[src/rtl/mii_cmd_pkg.sv]
package mii_cmd_pkg;
  typedef struct packed {
    logic [1:0]  st;
    logic [1:0]  op;
    logic [4:0]  phy;
    logic [4:0]  ra;
    logic [1:0]  ta;
    logic [15:0] data;
  } frame_t;

  localparam logic [1:0] START_OK = 2'b01;
  localparam logic [1:0] OP_WRITE = 2'b01;
  localparam logic [1:0] OP_READ  = 2'b10;

  localparam int IDX_CTRL = 0;
  localparam int IDX_STAT = 1;
  localparam int IDX_ADV  = 4;
  localparam int IDX_PART = 5;

  localparam int CTRL_SOFTRST = 15;
  localparam int CTRL_ANEN    = 12;
  localparam int CTRL_RESTART = 9;
  localparam int STAT_ANDONE  = 5;
  localparam int STAT_LINK    = 2;
  localparam int ABIL_100FD   = 8;

  localparam logic [1:0] OFS_CFG   = 2'd0;
  localparam logic [1:0] OFS_FRAME = 2'd1;
  localparam logic [1:0] OFS_EVT   = 2'd2;

  localparam logic [31:0] CFG_RST_VAL = 32'h0000_0100;
  localparam logic [31:0] CFG_RO_MASK = 32'h0000_0300;

  function automatic logic [15:0] phy_rst_val(input int idx);
    if (idx == IDX_STAT)     return 16'h4028;
    else if (idx == IDX_ADV) return 16'h0100;
    else                     return 16'h0000;
  endfunction
endpackage

[src/rtl/mii_rst_sync.sv]
module mii_rst_sync #(
  parameter int STAGES = 2
) (
  input  logic clk,
  input  logic rst_n,
  output logic rst_sync_n
);
  logic [STAGES-1:0] sh_q;

  always_ff @(posedge clk or negedge rst_n) begin
    if (!rst_n) sh_q <= '0;
    else        sh_q <= {sh_q[STAGES-2:0], 1'b1};
  end

  assign rst_sync_n = sh_q[STAGES-1];
endmodule

[src/rtl/mii_frame_exec.sv]
module mii_frame_exec
  import mii_cmd_pkg::*;
#(
  parameter int          IDX_W    = 5,
  parameter int          DATA_W   = 16,
  parameter logic [4:0]  PHY_ADDR = 5'd1
) (
  input  frame_t              frame_in,
  input  logic [DATA_W-1:0]   phy_rdata,
  output logic                phy_we,
  output logic [IDX_W-1:0]    phy_idx,
  output logic [DATA_W-1:0]   phy_wdata,
  output frame_t              frame_out
);
  logic go;

  // only a proper start code addressed to the local PHY executes
  assign go        = (frame_in.st == START_OK) && (frame_in.phy == PHY_ADDR);
  assign phy_we    = go && (frame_in.op == OP_WRITE);
  assign phy_idx   = frame_in.ra[IDX_W-1:0];
  assign phy_wdata = frame_in.data[DATA_W-1:0];

  always_comb begin
    frame_out = frame_in;
    if (go && (frame_in.op == OP_READ)) frame_out.data = phy_rdata;
    frame_out.ta[0] = 1'b1;
  end
endmodule

[src/rtl/mii_phy_model.sv]
module mii_phy_model
  import mii_cmd_pkg::*;
#(
  parameter int NREG   = 32,
  parameter int DATA_W = 16,
  localparam int IDX_W = $clog2(NREG)
) (
  input  logic              clk,
  input  logic              rst_n,
  input  logic              we,
  input  logic [IDX_W-1:0]  widx,
  input  logic [DATA_W-1:0] wdata,
  input  logic [IDX_W-1:0]  ridx,
  output logic [DATA_W-1:0] rdata,
  input  logic              link_up,
  output logic              link_evt
);
  logic [DATA_W-1:0] regs_q [NREG];
  logic [DATA_W-1:0] regs_d [NREG];
  logic              link_q, primed_q;
  logic              link_chg;

  assign rdata    = regs_q[ridx];
  assign link_chg = primed_q && (link_up != link_q);
  assign link_evt = link_chg;

  always_comb begin
    logic [DATA_W-1:0] v;
    regs_d = regs_q;
    v      = wdata;
    if (we) begin
      if (widx == IDX_W'(IDX_CTRL)) begin
        if (v[CTRL_SOFTRST]) begin
          v[CTRL_SOFTRST] = 1'b0;
          v[CTRL_ANEN]    = 1'b1;
        end
        if (v[CTRL_RESTART]) begin
          v[CTRL_RESTART]               = 1'b0;
          regs_d[IDX_STAT][STAT_ANDONE] = 1'b1;
          if (link_up) begin
            regs_d[IDX_STAT][STAT_LINK]  = 1'b1;
            regs_d[IDX_PART][ABIL_100FD] = 1'b1;
          end
        end
      end
      regs_d[widx] = v;
    end
    // first cycle after reset samples the link, later only changes
    if (!primed_q || link_chg) begin
      regs_d[IDX_STAT][STAT_LINK]  = link_up;
      regs_d[IDX_PART][ABIL_100FD] = link_up;
    end
  end

  always_ff @(posedge clk or negedge rst_n) begin
    if (!rst_n) begin
      for (int i = 0; i < NREG; i++) regs_q[i] <= phy_rst_val(i);
      link_q   <= 1'b0;
      primed_q <= 1'b0;
    end else begin
      for (int i = 0; i < NREG; i++) regs_q[i] <= regs_d[i];
      link_q   <= link_up;
      primed_q <= 1'b1;
    end
  end
endmodule

[src/rtl/mii_mgmt_engine.sv]
module mii_mgmt_engine
  import mii_cmd_pkg::*;
#(
  parameter int         NREG     = 32,
  parameter int         DATA_W   = 16,
  parameter logic [4:0] PHY_ADDR = 5'd1,
  parameter int         SYNC_STG = 2
) (
  input  logic        clk,
  input  logic        rst_n,
  input  logic        reg_valid,
  input  logic        reg_write,
  input  logic [1:0]  reg_addr,
  input  logic [31:0] reg_wdata,
  output logic [31:0] reg_rdata,
  input  logic        link_up,
  output logic        irq
);
  localparam int IDX_W = $clog2(NREG);

  logic              rst_sync_n;
  logic [31:0]       cfg_q, cfg_d;
  frame_t            frame_q, frame_d;
  logic              evt_q, evt_d;
  logic              cfg_en, frame_en, evt_rd;
  logic              exec_we, link_evt;
  logic [IDX_W-1:0]  exec_idx;
  logic [DATA_W-1:0] exec_wdata, phy_rdata;

  mii_rst_sync #(.STAGES(SYNC_STG)) u_rst (
    .clk(clk), .rst_n(rst_n), .rst_sync_n(rst_sync_n)
  );

  assign cfg_en   = reg_valid && reg_write  && (reg_addr == OFS_CFG);
  assign frame_en = reg_valid && reg_write  && (reg_addr == OFS_FRAME);
  assign evt_rd   = reg_valid && !reg_write && (reg_addr == OFS_EVT);

  mii_frame_exec #(.IDX_W(IDX_W), .DATA_W(DATA_W), .PHY_ADDR(PHY_ADDR)) u_exec (
    .frame_in(frame_t'(reg_wdata)), .phy_rdata(phy_rdata),
    .phy_we(exec_we), .phy_idx(exec_idx), .phy_wdata(exec_wdata),
    .frame_out(frame_d)
  );

  mii_phy_model #(.NREG(NREG), .DATA_W(DATA_W)) u_phy (
    .clk(clk), .rst_n(rst_sync_n),
    .we(frame_en && exec_we), .widx(exec_idx), .wdata(exec_wdata),
    .ridx(exec_idx), .rdata(phy_rdata),
    .link_up(link_up), .link_evt(link_evt)
  );

  // transceiver-detect bits keep their value on writes
  assign cfg_d = (reg_wdata & ~CFG_RO_MASK) | (cfg_q & CFG_RO_MASK);
  // a new event wins over the clear of a read
  assign evt_d = link_evt | (evt_q & ~evt_rd);

  always_ff @(posedge clk or negedge rst_sync_n) begin
    if (!rst_sync_n) begin
      cfg_q   <= CFG_RST_VAL;
      frame_q <= '0;
      evt_q   <= 1'b0;
    end else begin
      if (cfg_en)   cfg_q   <= cfg_d;
      if (frame_en) frame_q <= frame_d;
      evt_q <= evt_d;
    end
  end

  always_comb begin
    unique case (reg_addr)
      OFS_CFG:   reg_rdata = cfg_q;
      OFS_FRAME: reg_rdata = frame_q;
      OFS_EVT:   reg_rdata = {31'b0, evt_q};
      default:   reg_rdata = '0;
    endcase
  end

  assign irq = evt_q;
endmodule

[config.mk]
export PLATFORM = sky130hd
export DESIGN_NAME = mii_mgmt_engine
export DESIGN_NICKNAME = d
export VERILOG_FILES = /design/src/rtl/mii_cmd_pkg.sv /design/src/rtl/mii_rst_sync.sv /design/src/rtl/mii_frame_exec.sv /design/src/rtl/mii_phy_model.sv /design/src/rtl/mii_mgmt_engine.sv
export SDC_FILE = /design/constraint.sdc
export NUM_CORES = 1
export LEC_CHECK = 0
export ABC_AREA = 1
export CORE_MARGIN = 2
export CORE_UTILIZATION = 45
export DETAILED_ROUTE_END_ITERATION = 7
export GPL_TIMING_DRIVEN = 0
export PLACE_DENSITY = 0.73
export SYNTH_ARGS = -nofsm -noshare
export SYNTH_HDL_FRONTEND = slang
export SYNTH_HIERARCHICAL = 1
export SYNTH_SLANG_ARGS = --single-unit
export TNS_END_PERCENT = 1
[constraint.sdc]
create_clock -name clk -period 52.8 [get_ports clk]
set_input_delay 7.92 -clock clk [delete_from_list [all_inputs] [get_ports clk]]
set_output_delay 7.92 -clock clk [all_outputs]
set_load 0.05 [all_outputs]
==> metrics.md <==
| Metric | Value |
|---|---|
| Status | finished, final reports clean |
| Largest net degree at the start of global routing | 73 |
| Synth top area share | between 50% and 60% |
| Max Clk Rate | 55.55 MHz |
| IO Port Bufs | 71 |
| I/O pin cnt | between 70 and 80 |
| GRT overflow | 0 |
| Cell with the most instances after synthesis | nand2_1 |
| Worst hold slack | 0.1943 ns |
| Hpwl dp | 70640 um |
| Async set or reset register ratio after synthesis | 100.0% |
| Mean Syn Cell Area | 7.760 um2 |
| Initial antenna violation count | 1 |
| Clock skew | roughly 0.037 ns |
| H-tree Lvls | 2 |
| CTS Root Cell | clkbuf_16 |
| Initial Utilization | 45.34% |
| Crit share post-route | 34.09% |
| Clock latency on the worst-skew pair | about 0.67 ns |
| Area grow syn2layout | 14.67% |
| Crit path launch type | input port |
| Crit path DAT | 10.08 ns |
| Pin slew with the least headroom to its limit | between 1 and 1.5 ns |
| Leakage Power | 14.55 nW |
| Share of cells above drive strength 1 | 7.840% |
| Total number of vias | 25920 |
| WP data required | roughly 45 ns |
| Tot GR Track Use | 32.25% |
| Warnings, synthesis | 6 |
| Power per cell area | 32.30 nW/um2 |
| Via density | 5.785 |
| Row count | 90 |
| Die width | 249.9 um |
| DRT Wirelength | about 100000 um |
| Max FO, Critical Path | 10 |
| Nets | 3689 |
| Final TNS setup | 0 ns |
| Max clock buf depth | 3 |
| Chip Height | between 200 and 250 um |
| Post-synth EDFFs | 0 |
| Synth cell count leaders | 1527 x nand2_1, 575 x dfrtp_1, 457 x o21ai_0 |
| CTS hold repair buffers | 0 |
| CTS resizes | 0 |
| Unique cell type count in the Yosys netlist | 30 |
| Hold Vio Cnt, Final | 0 |
| Post-Syn Nets | roughly 3500 |
| Cell Area, Synth | around 27000 um2 |
| Main synth FF type | dfrtp_1 |
| Slew Viols, Final | 0 |
| CTS clk-pin slew, worst paths | 0.06 ns |
| Minimum clock period | 18.00 ns |
| Synth Instances | 3507 |
| Max-cap violations | 0 |
| Final setup fails | 0 |
| Hold Crit Class | reg2async |
| Clock sink total | 579 |
| Fillers | about 5700 |
| Ranking of synthesized cells by area | dfrtp_1 53%, nand2_1 21%, o21ai_0 8.4% |
| Slew headroom | between 20% and 30% |
| Vias in the first global route | 24610 |
| Synthesis-stage register bit count | 579 |
| Worst Setup Path Type | in2out |
| Die area | approximately 62000 um2 |
| First-pass GRT wire length | 151400 um |
| Detail Route Antenna Nets | 0 |
| Most area-hungry cell type in the Yosys netlist | dfrtp_1 |
| Critical path capture point type | output pin |
| GP Congestion | 1.028 |
| Maximum vdd drop | roughly 0.026 mV |
| Register area share after synthesis | 53.26% |
| RSZ-0062 raised after global routing | no |
| Initial DRC count | 3393 |
| CTS tree | built |
| Core Area | 60020 um2 |
| DRT Pass-1 Iters | 6 |
| DR DRC count | 0 |
| Clock buffer count from CTS | slightly above 60 |
| Footprint of the multi-input gates | 11030 um2 |
| Power Total | 1.008 mW |
| Wire length per cell | 22.46 um |
| FF+latch area | 14500 um2 |
| Diode count | 0 |
| Setup Fix Bufs, Post-CTS | 0 |
stage by stage:
stage / util (%) / std cells / instance area, um2 / worst slack (ns)
final: 51.99 / 4481 / 31210 / 34.80
after global routing: 51.99 / 4481 / 31210 / 34.68
after CTS: 51.98 / 4481 / 31200 / 34.82
after detailed placement: 48.57 / 4369 / 29150 / 34.83
after global placement: 48.16 / 4360 / 28900 / 28.63
after floorplan: - / 3507 / 27210 / 35.47
cell families (layout without fill, tap and decap cells):
logic type             after synthesis  in the layout  share of synthesized area, %
AND/OR/NAND/NOR                   2046           2046                         30.72
AO/OA/AOI/OAI                      514            514                         9.756
other                                3              3                       0.04138
flip-flops                         579            579                         53.26
buffers and inverters              365            557                         6.225
report_power, final:
group / leakage [nW] / internal [mW] / switching (mW)
logic: 5.58 / 0.0266 / 0.0798
registers: 7.96 / 0.453 / 0.00553
clock network: 1.01 / 0.258 / 0.185
total: 14.6 / 0.738 / 0.270
state kept, by name (all words and copies together), names as in the netlist:
name and cells:
irq 1, frame_q 32, u_phy/primed_q 1, cfg_q 30, u_phy/regs_q 512, u_phy/link_q 1, u_rst/sh_q 2
critical path, cell delays in order:
cell	delay, ns
clkdlybuf4s50_1	0.50
nor2_2	0.27
buf_2	0.32
nand2_1	0.08
nand2_1	0.13
clkdlybuf4s50_1	0.85
path summary, 6_finish.rpt:
kind | from | to | slack (ns) | depth (start not counted)
worst max-delay path | reg_addr[0] | reg_rdata[4] | 34.80 | 6
worst min-delay path | u_rst/sh_q[1] | u_phy/regs_q[410] | 0.19 | 0
worst max register to register | u_rst/sh_q[1] | u_phy/regs_q[295] | 50.62 | 5
worst min register to register | u_rst/sh_q[1] | u_phy/regs_q[410] | 0.19 | 0
max in group asynchronous | rst_n | u_rst/sh_q[1] | 45.22 | 1
min in group clk | u_rst/sh_q[0] | u_rst/sh_q[1] | 0.35 | 0
cell type report:
| class | instances | area share (%) |
|---|---|---|
| Inverter | 52 | 0.6335 |
| Multi-Input combinational cell | 2563 | 35.35 |
| Clock buffer | 92 | 5.746 |
| Sequential cell | 579 | 46.46 |
| Buffer | 313 | 4.795 |
| Clock inverter | 20 | 0.8139 |
| Timing Repair Buffer | 80 | 3.071 |
| Tap cell | 782 | 3.135 |
per-layer routing:
metal	global-route usage [%]	up-vias	share of wire (%)
met2	47.47	1576	42
li1	-	11560	-
met5	0	-	0
met4	19.23	0	7.1
met1	42.45	12390	38
met3	9.053	389	12
placed cells by master, fill, tap and decap left out, types with 9 or more instances in the layout:
master	count
clkbuf_1	182
nand3_1	436
buf_2	78
clkinv_2	10
a21oi_2	21
o21ai_1	20
a21oi_1	14
inv_1	44
clkbuf_8	17
o21ai_0	457
clkdlybuf4s50_1	71
buf_16	9
dfrtp_1	574
buf_4	40
clkbuf_16	61
nand2_1	1527
buf_1	19
nor2_1	52
Note: power is estimated with default switching activity, not from simulation.
